<file path="src/rtl/ecc_pkg.sv">
package ecc_pkg;

  // smallest k with 2^k - 1 >= m + k
  function automatic int chk_bits(int m);
    int k;
    k = 1;
    while (((1 << k) - 1) < (m + k)) k++;
    return k;
  endfunction

  function automatic bit is_pow2(int p);
    return (p != 0) && ((p & (p - 1)) == 0);
  endfunction

  // data index held at non-power-of-two position p
  function automatic int data_idx(int p);
    return p - $clog2(p) - 1;
  endfunction

  typedef enum logic [1:0] {
    DEC_CLEAN = 2'd0,
    DEC_FIX   = 2'd1,
    DEC_UNFIX = 2'd2
  } dec_kind_e;

endpackage

</file>
<file path="src/rtl/ecc_check_gen.sv">
module ecc_check_gen #(
  parameter  int DATA_W = 8,
  localparam int CHK_W  = ecc_pkg::chk_bits(DATA_W),
  localparam int HAM_W  = DATA_W + CHK_W
) (
  input  logic [DATA_W-1:0] data_i,
  output logic [CHK_W-1:0]  chk_o
);

  logic [HAM_W-1:0] placed;

  for (genvar p = 1; p <= HAM_W; p++) begin : g_place
    if (ecc_pkg::is_pow2(p)) begin : g_chk
      assign placed[p-1] = 1'b0;
    end else begin : g_dat
      assign placed[p-1] = data_i[ecc_pkg::data_idx(p)];
    end
  end

  function automatic logic [HAM_W-1:0] sel_mask(int j);
    logic [HAM_W-1:0] m;
    for (int p = 1; p <= HAM_W; p++) m[p-1] = ((p >> j) & 1) != 0;
    return m;
  endfunction

  for (genvar j = 0; j < CHK_W; j++) begin : g_chk
    assign chk_o[j] = ^(placed & sel_mask(j));
  end

endmodule

</file>
<file path="src/rtl/ecc_encoder.sv">
module ecc_encoder #(
  parameter  int DATA_W = 8,
  localparam int CHK_W  = ecc_pkg::chk_bits(DATA_W),
  localparam int HAM_W  = DATA_W + CHK_W
) (
  input  logic [DATA_W-1:0] data_i,
  output logic [HAM_W:0]    word_o
);

  logic [CHK_W-1:0] chk;

  ecc_check_gen #(.DATA_W(DATA_W)) u_gen (
    .data_i (data_i),
    .chk_o  (chk)
  );

  for (genvar p = 1; p <= HAM_W; p++) begin : g_pos
    if (ecc_pkg::is_pow2(p)) begin : g_chk
      assign word_o[p-1] = chk[$clog2(p)];
    end else begin : g_dat
      assign word_o[p-1] = data_i[ecc_pkg::data_idx(p)];
    end
  end

  assign word_o[HAM_W] = ^word_o[HAM_W-1:0];

endmodule

</file>
<file path="src/rtl/ecc_decoder.sv">
module ecc_decoder #(
  parameter  int DATA_W = 8,
  localparam int CHK_W  = ecc_pkg::chk_bits(DATA_W),
  localparam int HAM_W  = DATA_W + CHK_W
) (
  input  logic [HAM_W:0]    word_i,
  output logic [DATA_W-1:0] data_o,
  output logic              sec_o,
  output logic              ded_o,
  output logic [CHK_W-1:0]  syn_o
);

  logic [DATA_W-1:0] raw_data;
  logic [DATA_W-1:0] fix_data;
  logic [CHK_W-1:0]  stored_chk;
  logic [CHK_W-1:0]  calc_chk;
  logic [HAM_W-1:0]  flip;
  logic [HAM_W-1:0]  fixed;
  logic              par_fail;
  logic              do_flip;
  ecc_pkg::dec_kind_e kind;

  for (genvar p = 1; p <= HAM_W; p++) begin : g_pos
    if (ecc_pkg::is_pow2(p)) begin : g_chk
      assign stored_chk[$clog2(p)] = word_i[p-1];
    end else begin : g_dat
      assign raw_data[ecc_pkg::data_idx(p)] = word_i[p-1];
      assign fix_data[ecc_pkg::data_idx(p)] = fixed[p-1];
    end
    assign flip[p-1] = do_flip && (syn_o == CHK_W'(p));
  end

  ecc_check_gen #(.DATA_W(DATA_W)) u_gen (
    .data_i (raw_data),
    .chk_o  (calc_chk)
  );

  assign syn_o    = stored_chk ^ calc_chk;
  assign par_fail = ^word_i;

  always_comb begin
    if (syn_o == '0)             kind = par_fail ? ecc_pkg::DEC_FIX : ecc_pkg::DEC_CLEAN;
    else if (!par_fail)          kind = ecc_pkg::DEC_UNFIX;
    else if (int'(syn_o) > HAM_W) kind = ecc_pkg::DEC_UNFIX;
    else                         kind = ecc_pkg::DEC_FIX;
  end

  assign do_flip = (kind == ecc_pkg::DEC_FIX) && (syn_o != '0);
  assign fixed   = word_i[HAM_W-1:0] ^ flip;
  assign data_o  = fix_data;
  assign sec_o   = (kind == ecc_pkg::DEC_FIX);
  assign ded_o   = (kind == ecc_pkg::DEC_UNFIX);

endmodule

</file>
<file path="src/rtl/ecc_secded_top.sv">
module ecc_secded_top #(
  parameter  int DATA_W = 8,
  localparam int CHK_W  = ecc_pkg::chk_bits(DATA_W),
  localparam int WORD_W = DATA_W + CHK_W + 1
) (
  input  logic              clk_i,
  input  logic              rst_ni,
  input  logic              wr_valid_i,
  input  logic [DATA_W-1:0] wr_data_i,
  output logic              enc_valid_o,
  output logic [WORD_W-1:0] enc_word_o,
  input  logic              rd_valid_i,
  input  logic [WORD_W-1:0] rd_word_i,
  output logic              dec_valid_o,
  output logic [DATA_W-1:0] dec_data_o,
  output logic              dec_sec_o,
  output logic              dec_ded_o,
  output logic [CHK_W-1:0]  dec_syndrome_o
);

  logic [WORD_W-1:0] enc_word_d;
  logic [DATA_W-1:0] dec_data_d;
  logic              dec_sec_d;
  logic              dec_ded_d;
  logic [CHK_W-1:0]  dec_syn_d;

  ecc_encoder #(.DATA_W(DATA_W)) u_enc (
    .data_i (wr_data_i),
    .word_o (enc_word_d)
  );

  ecc_decoder #(.DATA_W(DATA_W)) u_dec (
    .word_i (rd_word_i),
    .data_o (dec_data_d),
    .sec_o  (dec_sec_d),
    .ded_o  (dec_ded_d),
    .syn_o  (dec_syn_d)
  );

  always_ff @(posedge clk_i or negedge rst_ni) begin
    if (!rst_ni) begin
      enc_valid_o <= 1'b0;
      enc_word_o  <= '0;
    end else begin
      enc_valid_o <= wr_valid_i;
      if (wr_valid_i) enc_word_o <= enc_word_d;
    end
  end

  always_ff @(posedge clk_i or negedge rst_ni) begin
    if (!rst_ni) begin
      dec_valid_o    <= 1'b0;
      dec_data_o     <= '0;
      dec_sec_o      <= 1'b0;
      dec_ded_o      <= 1'b0;
      dec_syndrome_o <= '0;
    end else begin
      dec_valid_o <= rd_valid_i;
      if (rd_valid_i) begin
        dec_data_o     <= dec_data_d;
        dec_sec_o      <= dec_sec_d;
        dec_ded_o      <= dec_ded_d;
        dec_syndrome_o <= dec_syn_d;
      end
    end
  end

endmodule

</file>
<file path="config.mk">
export PLATFORM = sky130hd
export DESIGN_NAME = ecc_secded_top
export DESIGN_NICKNAME = d
export VERILOG_FILES = /design/src/rtl/ecc_pkg.sv /design/src/rtl/ecc_check_gen.sv /design/src/rtl/ecc_encoder.sv /design/src/rtl/ecc_decoder.sv /design/src/rtl/ecc_secded_top.sv
export SDC_FILE = /design/constraint.sdc
export NUM_CORES = 1
export LEC_CHECK = 0
export BUFFER_PORTS_ARGS = -buffer_cell sky130_fd_sc_hd__buf_2
export CAP_MARGIN = 20
export CORE_MARGIN = 5
export CORE_UTILIZATION = 45
export DETAILED_ROUTE_END_ITERATION = 6
export PLACE_DENSITY = 0.72
export SLEW_MARGIN = 40
export SYNTH_ARGS = -nofsm -noshare
export SYNTH_HDL_FRONTEND = slang
export SYNTH_SLANG_ARGS = --single-unit
</file>
<file path="constraint.sdc">
create_clock -name clk_i -period 0.8 [get_ports clk_i]
set_input_delay 0.04 -clock clk_i [delete_from_list [all_inputs] [get_ports clk_i]]
set_output_delay 0.04 -clock clk_i [all_outputs]
set_load 0.1 [all_outputs]
</file>
==> results of run 1 <==
[timing repair]
action | CTS
hold buffers | 1
gates resized for setup | 64
setup buffers | 12
pin swaps | 23
setup endpoints to repair | 54
gates cloned | 0
endpoints found under the hold margin | 29
[stage by stage]
step	util, %	instance area (µm²)	setup TNS [ps]	hold WS, ps	worst slack [ps]
2_1_floorplan	-	1800	-10670	-256	-918
3_3_place_gp	80.8	2940	-12070	-0.754	-983
3_5_place_dp	80.8	2940	-13410	-1.84	-1090
4_1_cts	95.1	3450	-14080	45.9	-744
[synth_stat cells]
| cell | number | share of area, % |
|---|---|---|
| dfrtp_1 | 29 | 44 |
| xnor2_1 | 21 | 11 |
| nor2_1 | 16 | 3.6 |
| mux2_2 | 12 | 8.1 |
| a31oi_1 | 8 | 3.0 |
| a21oi_1 | 6 | 1.8 |
| nand2_1 | 5 | 1.1 |
| o31ai_1 | 5 | 2.3 |
| or4_1 | 5 | 2.3 |
| xor2_1 | 4 | 2.1 |
| clkbuf_1 | 3 | 0.68 |
| xnor2_2 | 3 | 2.9 |
| xnor3_1 | 3 | 4.1 |
| a221o_1 | 2 | 1.2 |
| a31o_2 | 2 | 1.1 |
| and3_1 | 2 | 0.75 |
| inv_1 | 2 | 0.45 |
| nand2b_4 | 2 | 1.7 |
| xnor3_2 | 2 | 2.9 |
| a22o_1 | 1 | 0.53 |
| and2_1 | 1 | 0.38 |
| buf_1 | 1 | 0.23 |
| nand2b_1 | 1 | 0.38 |
| nand3_1 | 1 | 0.30 |
| nand4_1 | 1 | 0.38 |
| nor2b_1 | 1 | 0.38 |
| o21bai_1 | 1 | 0.45 |
| xor2_2 | 1 | 0.98 |
| xor3_1 | 1 | 1.4 |
[cell families after synthesis]
kind of cell / synth area share, %
flops: 43.6
compound gates: 10.3
xor+xnor: 25.4
simple gates: 11.2
buf+inv: 1.35
mux: 8.12
==> run metrics, run 1 <==
Synth Cell Area roughly 1700 µm²; Stop stage global routing; post-synthesis cell count about 140; tool error [ERROR DPL-0038] Utilization greater than 100%, impossible to legalize; # IOs 54; H-tree levels 2; Final Wtd Congestion 0.926; Die X 70.8 µm; syn nets 167; CTS root buffer clkbuf_8; Netlist cell types 29; clk sinks 29; pin count of the biggest net entering global routing 30; IO Port Bufs 53; last worst endpoint in the global-route repair_timing dec_data_o[2]$_DFFE_PN0P_/D; Avg Cell Area, Syn 11.7 µm²; FP Rows 22; CTS Buffer Depth 2; initial core utilization 45.8%; Seq cells post-synth 29; Die Span Y 70.8 µm; dpl cells 289; Yosys warnings 0; TritonCTS buffer count 5; outcome did not finish; Seq/Total Area, Yosys 43.6%; dpl hpwl 4070 µm; worst ep type register input
==> run 2, diff against run 1 <==
--- a/config.mk
+++ b/config.mk
@@ -8,9 +8,9 @@
 export BUFFER_PORTS_ARGS = -buffer_cell sky130_fd_sc_hd__buf_2
 export CAP_MARGIN = 20
 export CORE_MARGIN = 5
-export CORE_UTILIZATION = 45
+export CORE_UTILIZATION = 40
 export DETAILED_ROUTE_END_ITERATION = 6
-export PLACE_DENSITY = 0.72
+export PLACE_DENSITY_LB_ADDON = 0.15
 export SLEW_MARGIN = 40
 export SYNTH_ARGS = -nofsm -noshare
 export SYNTH_HDL_FRONTEND = slang
==> constraint.sdc (replaced) <==
create_clock -name clk_i -period 1.05 [get_ports clk_i]
set_input_delay 0.0525 -clock clk_i [delete_from_list [all_inputs] [get_ports clk_i]]
set_output_delay 0.0525 -clock clk_i [all_outputs]
set_load 0.1 [all_outputs]
==> run 2 against run 1 <==
Effect of this change:
- the flow now finishes, with violations (setup timing)
- synthesized cell count unchanged
- synthesized area stayed put
==> run metrics, run 2 <==
outcome finished, violations left; failing checks setup timing; Non-Filler Instances 293; Yosys warnings 0; Netlist cell types 29; dominant cell type by area after synthesis dfrtp_1; vias post-DR 1500; WL/cell ~18 µm; most common cell after layout, fill and taps aside buf_4; share of layout cells above drive strength 1 68.3%; antenna-violating nets left 0; Synth Area in Compound Gates 10.3%; TritonCTS clock tree done; CP Buf/Inv Count 1; # diodes 0; adder-cell share of the synthesized area 0%; CP endpoint kind register; Worst setup SP type input port; nets about 270; number of flops mapped to enable cells by yosys 0; GRT Total Usage 18.6%; Post-Route Skew 0 ps; CTS Buffer Depth 2; Die X about 75 µm; R2R setup slack 110 ps; commonest cells in the synthesized netlist 29 x dfrtp_1, 21 x xnor2_1, 16 x nor2_1; post-route cell area 3150 µm²; post-synthesis cell count 142; clk sinks 29; Pleak 1.41 nW; GRT overflow 0; Vias per Instance 5.12; xor/xnor cell area share of the yosys netlist approximately a quarter; Slowest-stage cell, CP or4_1; Worst EP required 1250 ps; final worst setup slack -544 ps; IO Port Bufs 53; dpl cells ~280; Synth area leaders dfrtp_1 44%, xnor2_1 11%, mux2_2 8.1%, xnor3_1 4.1%, nor2_1 3.6%; Layout Area Growth over Synthesis 89.4%; Die Span Y approximately 75 µm; fin. max-slew vios 0; TritonCTS buffer count 5; Max transition margin 62.9%; worst path cell trace buf_8, xor3_2, xnor2_2, xnor3_1, or4_1, a31oi_1; # IOs 54; area of the core a little over 4000 µm²; PD cells 2230 nW/µm²; Synth Cell Area 1660 µm²; RSZ-0062 raised after global routing yes; combinational family with the most area after synthesis XOR/XNOR gates; FMAX 627 MHz; Max Cap Viol 0; dpl hpwl 3530 µm; first-pass detailed-route iteration total 4; Worst Path Arrival roughly 1800 ps; initial core utilization around two fifths; Largest Register enc_word_o; Seq cells post-synth 29; H-tree levels 2; mux share of post-synthesis cell area 8.12%; Hold WC Path Type in2reg; Tcrit/Tclk final 152%; setup TNS -4790 ps; cell family with most CP delay XOR/XNOR gates; crit path time final 1590 ps; simple-gate portion of the synthesized area 11.2%; Max FO, Critical Path 3; most common cell in the netlist dfrtp_1; pin count of the biggest net entering global routing 30; vias in the first global route 1580; max incr delay on CP 490 ps; max FFs per register 13; Slew @ Worst Pin 553 ps; final hold violation count 0; biggest regs enc_word_o x13, dec_data_o x8, dec_syndrome_o x4; kind of critical path in2reg; FP Rows 23; Initial DRC Count 64; Seq/Total Area, Yosys 43.6%; full die area about 5600 µm²; area share of the largest cell type after synthesis 43.6%; initial antenna violation count 0; maximum vdd drop roughly 0.0017 V; final hold slack 5.82 ps; Final Wtd Congestion ~0.86; Main synth FF type dfrtp_1; layout filler cell count 232; CTS root buffer clkbuf_8; Area after DPL around 2700 µm²; syn nets 167; clock slew seen by the registers of the worst setup and hold paths 60 ps; DRC violations left 0; Worst-Skew Late Latency 290 ps; wire length after detailed routing approximately 5400 µm; FFs w/ async S/R, synth 100%; Avg Cell Area, Syn 11.7 µm²; most frequent cells in the layout 38 x buf_4, 29 x buf_12, 17 x dfrtp_2; global-route wire length before repair between 7000 and 8000 µm; Setup violations, final 12
==> run 2: cell counts after synthesis <==
Identical to the previous run, type by type.
==> run 2: cell families after synthesis <==
kind of cell    after synthesis
mux                          12
compound gates               25
flops                        29
simple gates                 35
buf+inv                       6
xor+xnor                     35
==> run 2: worst paths after layout <==
kind | from | depth (start not counted) | to
worst min register to register | enc_word_o[1] | 1 | enc_word_o[1]
min in group asynchronous | rst_ni | 3 | dec_data_o[3]
worst max register to register | dec_sec_o | 2 | dec_sec_o
worst max-delay path | rd_word_i[11] | 6 | dec_data_o[7]
worst min-delay path | rd_valid_i | 1 | dec_valid_o
max in group asynchronous | rst_ni | 3 | dec_syndrome_o[0]
==> run 2: stage by stage <==
step	worst slack (ps)	power [mW]	util (%)
final	-544	7.04	78.2
after global routing	-590	7.26	78.2
after CTS	-484	6.84	75.0
after detailed placement	-870	5.61	68.0
after global placement	-770	5.56	68.0
after floorplan	-681	3.96	-
==> run 2: cell type report <==
type / count / area, µm² / share of cell area [%]
clock buffer: 7 / 96.3 / 3.06
inverter: 2 / 7.51 / 0.238
timing repair buffer: 97 / 1120 / 35.5
clock inverter: 1 / 5.00 / 0.159
tap: 50 / 62.6 / 1.98
multi-input combinational: 107 / 1110 / 35.3
sequential: 29 / 747 / 23.7
==> run 2: metal layers <==
layer	up-vias	part of all wire, %	GRT usage, %
met5	-	0	0
met4	0	3.2	8.89
met3	14	4.6	3.78
met2	47	54	32.9
met1	738	39	21.3
li1	701	-	-
==> run 2: worst reg2reg max path: stages, from the launching register on <==
cell and delay (ps):
dfrtp_1 440, nor2b_1 160, a31o_2 220
==> run 2: repair_timing <==
| item | CTS | global route |
|---|---|---|
| pin swaps | 15 | 6 |
| hold buffers | 1 | 0 |
| setup endpoints to repair | 11 | 11 |
| setup buffers | 5 | 3 |
| gates cloned | 0 | 0 |
| gates resized for setup | 25 | 23 |
| endpoints found under the hold margin | 29 | 0 |
==> run 2: power breakdown <==
group	switching (mW)	internal [mW]	total, mW
Clock	0.439	0.591	1.03
Combinational	2.55	1.85	4.39
Sequential	0.261	1.35	1.62
No activity file was read; power rests on OpenSTA's default activity.
==> run 3, diff against run 2 <==
--- a/config.mk
+++ b/config.mk
@@ -9,6 +9,7 @@
 export CAP_MARGIN = 20
 export CORE_MARGIN = 5
 export CORE_UTILIZATION = 40
+export CTS_BUF_LIST = sky130_fd_sc_hd__clkbuf_16
 export DETAILED_ROUTE_END_ITERATION = 6
 export PLACE_DENSITY_LB_ADDON = 0.15
 export SLEW_MARGIN = 40
==> run 3 against run 2 <==
Effect of this change:
- the run still ends with setup timing left
- sequential cell count is the same
- hold slack gained 17 ps
- clock power grew 29%
- combinational power grew 3%
- largest cell class unchanged
- sequential share of layout area shrank 0.60 points
==> run metrics, run 3 (same netlist as run 2, synthesis figures left out) <==
Max FO, Critical Path 3; Die Span Y 74.5 µm; clk sinks 29; H-tree levels 2; # IOs 54; Pleak 1.45 nW; Post-Route Skew 0 ps; IO Port Bufs 53; full die area 5550 µm²; maximum vdd drop 0.00169 V; Worst-Skew Late Latency between 200 and 300 ps; final hold violation count 0; dpl hpwl between 3000 and 4000 µm; pin count of the biggest net entering global routing 30; layout filler cell count 221; worst path cell trace buf_8, xnor2_4, xnor2_2, xnor3_1, or4_1, a31oi_1; fin. max-slew vios 0; FP Rows 23; setup TNS -4590 ps; RR Startpoint dec_sec_o; Setup violations, final 12; worst hold stages 1; failing checks setup timing; GRT Total Usage 18.5%; outcome finished, violations left; Reg area 747 µm²; Max Cap Viol 0; Slowest-stage cell, CP xnor3_1; biggest regs enc_word_o x13, dec_data_o x8, dec_syndrome_o x4; kind of critical path in2reg; DRC violations left 0; Vias per Instance 5.18; Worst Path Arrival 1830 ps; Worst EP required 1250 ps; global-route wire length before repair 7510 µm; CTS root buffer clkbuf_16; Layout Area Growth over Synthesis 94.3%; # diodes 0; area of the core just over 4000 µm²; antenna-violating nets left 0; WL/cell 18.2 µm; r2r endpoint dec_sec_o; RSZ-0062 raised after global routing yes; TritonCTS clock tree done; Max transition margin approximately three quarters; nets approximately 270; Final Wtd Congestion 0.863; final hold slack 22.8 ps; CTS Buffer Depth 2; clock slew seen by the registers of the worst setup and hold paths 50 ps; share of layout cells above drive strength 1 69.5%; GRT overflow 0; Worst setup SP type input port; FMAX 610 MHz; first-pass detailed-route iteration total 4; vias post-DR ~1500; R2R setup slack 120 ps; crit path time final 1640 ps; hold path start rd_valid_i; vias in the first global route between 1500 and 2000; max FFs per register 13; wire length after detailed routing ~5300 µm; final worst setup slack -589 ps; PD cells 2300 nW/µm²; Hold WC Path Type in2reg; Largest Register enc_word_o; CP endpoint kind register; reg2reg path depth 2; final core occ 80.2%; cell family with most CP delay XOR/XNOR gates; Slew @ Worst Pin between 400 and 500 ps; initial antenna violation count 0; max incr delay on CP around 510 ps; CP Buf/Inv Count 1; TritonCTS buffer count 5; hold path endpoint dec_valid_o; area occupied by multi-input gates ~1100 µm²; most frequent cells in the layout 32 x buf_4, 29 x buf_12, 17 x dfrtp_2; Initial DRC Count 93; initial core utilization 41.3%; most common cell after layout, fill and taps aside buf_4; Tcrit/Tclk final 156%; Die X 74.5 µm
-- run 3: cell types whose count changed in the layout (fill, tap and decap cells not counted), moves of 2 or more --
| cell | delta |
|---|---|
| buf_4 | -6 |
| buf_6 | +5 |
| clkbuf_16 | +5 |
| clkbuf_8 | -7 |
| clkinv_1 | +2 |
| xnor2_1 | -2 |
| xnor2_2 | +2 |
-- run 3: layout make-up --
type / count / area share [%]
timing repair buffer: 97 / 35.4
multi-input combinational: 107 / 35.0
sequential: 29 / 23.1
clock buffer: 5 / 3.87
tap: 50 / 1.93
clock inverter: 3 / 0.387
inverter: 2 / 0.232
-- run 3: worst max-delay path by stage --
stage	depth (start not counted)	end	slack (ps)	start
floorplan	5	dec_data_o[7]	-680	rd_word_i[11]
global placement	6	dec_data_o[2]	-770	rd_word_i[6]
detailed placement	7	dec_data_o[5]	-870	rd_word_i[4]
CTS	7	dec_data_o[1]	-500	rd_word_i[8]
global route	6	dec_data_o[7]	-640	rd_word_i[11]
finish	6	dec_data_o[7]	-590	rd_word_i[0]
-- run 3: per-layer routing --
layer / track usage, % / up-vias / share of wire [%]
met5: 0 / - / 0
met4: 7.51 / 0 / 2.3
met3: 4.46 / 12 / 4.8
met2: 31.7 / 52 / 53
met1: 22.2 / 750 / 40
li1: - / 704 / -
-- run 3: power by group --
part	total (mW)	leakage [nW]	internal, mW	switching (mW)
registers	1.61	0.319	1.36	0.258
logic	4.50	1.06	1.91	2.59
clock network	1.33	0.0687	0.853	0.479
total	7.44	1.45	4.12	3.33
-- run 3: stage by stage --
step | instance area (µm²) | setup WS (ps) | instances | power, mW
2_1_floorplan | 1720 | -681 | 142 | 3.96
3_3_place_gp | 2740 | -770 | 277 | 5.56
3_5_place_dp | 2740 | -870 | 277 | 5.61
4_1_cts | 3050 | -502 | 290 | 7.13
5_1_grt | 3230 | -638 | 293 | 7.68
6_report | 3230 | -589 | 293 | 7.44
-- run 3: repair_timing --
item / in CTS / in global routing
endpoints found under the setup margin: 13 / 12
pin swaps: 15 / 12
endpoints found under the hold margin: 29 / 0
hold buffers: 1 / 0
resized for setup: 23 / 36
setup buffers: 5 / 4
gates cloned: 0 / 0
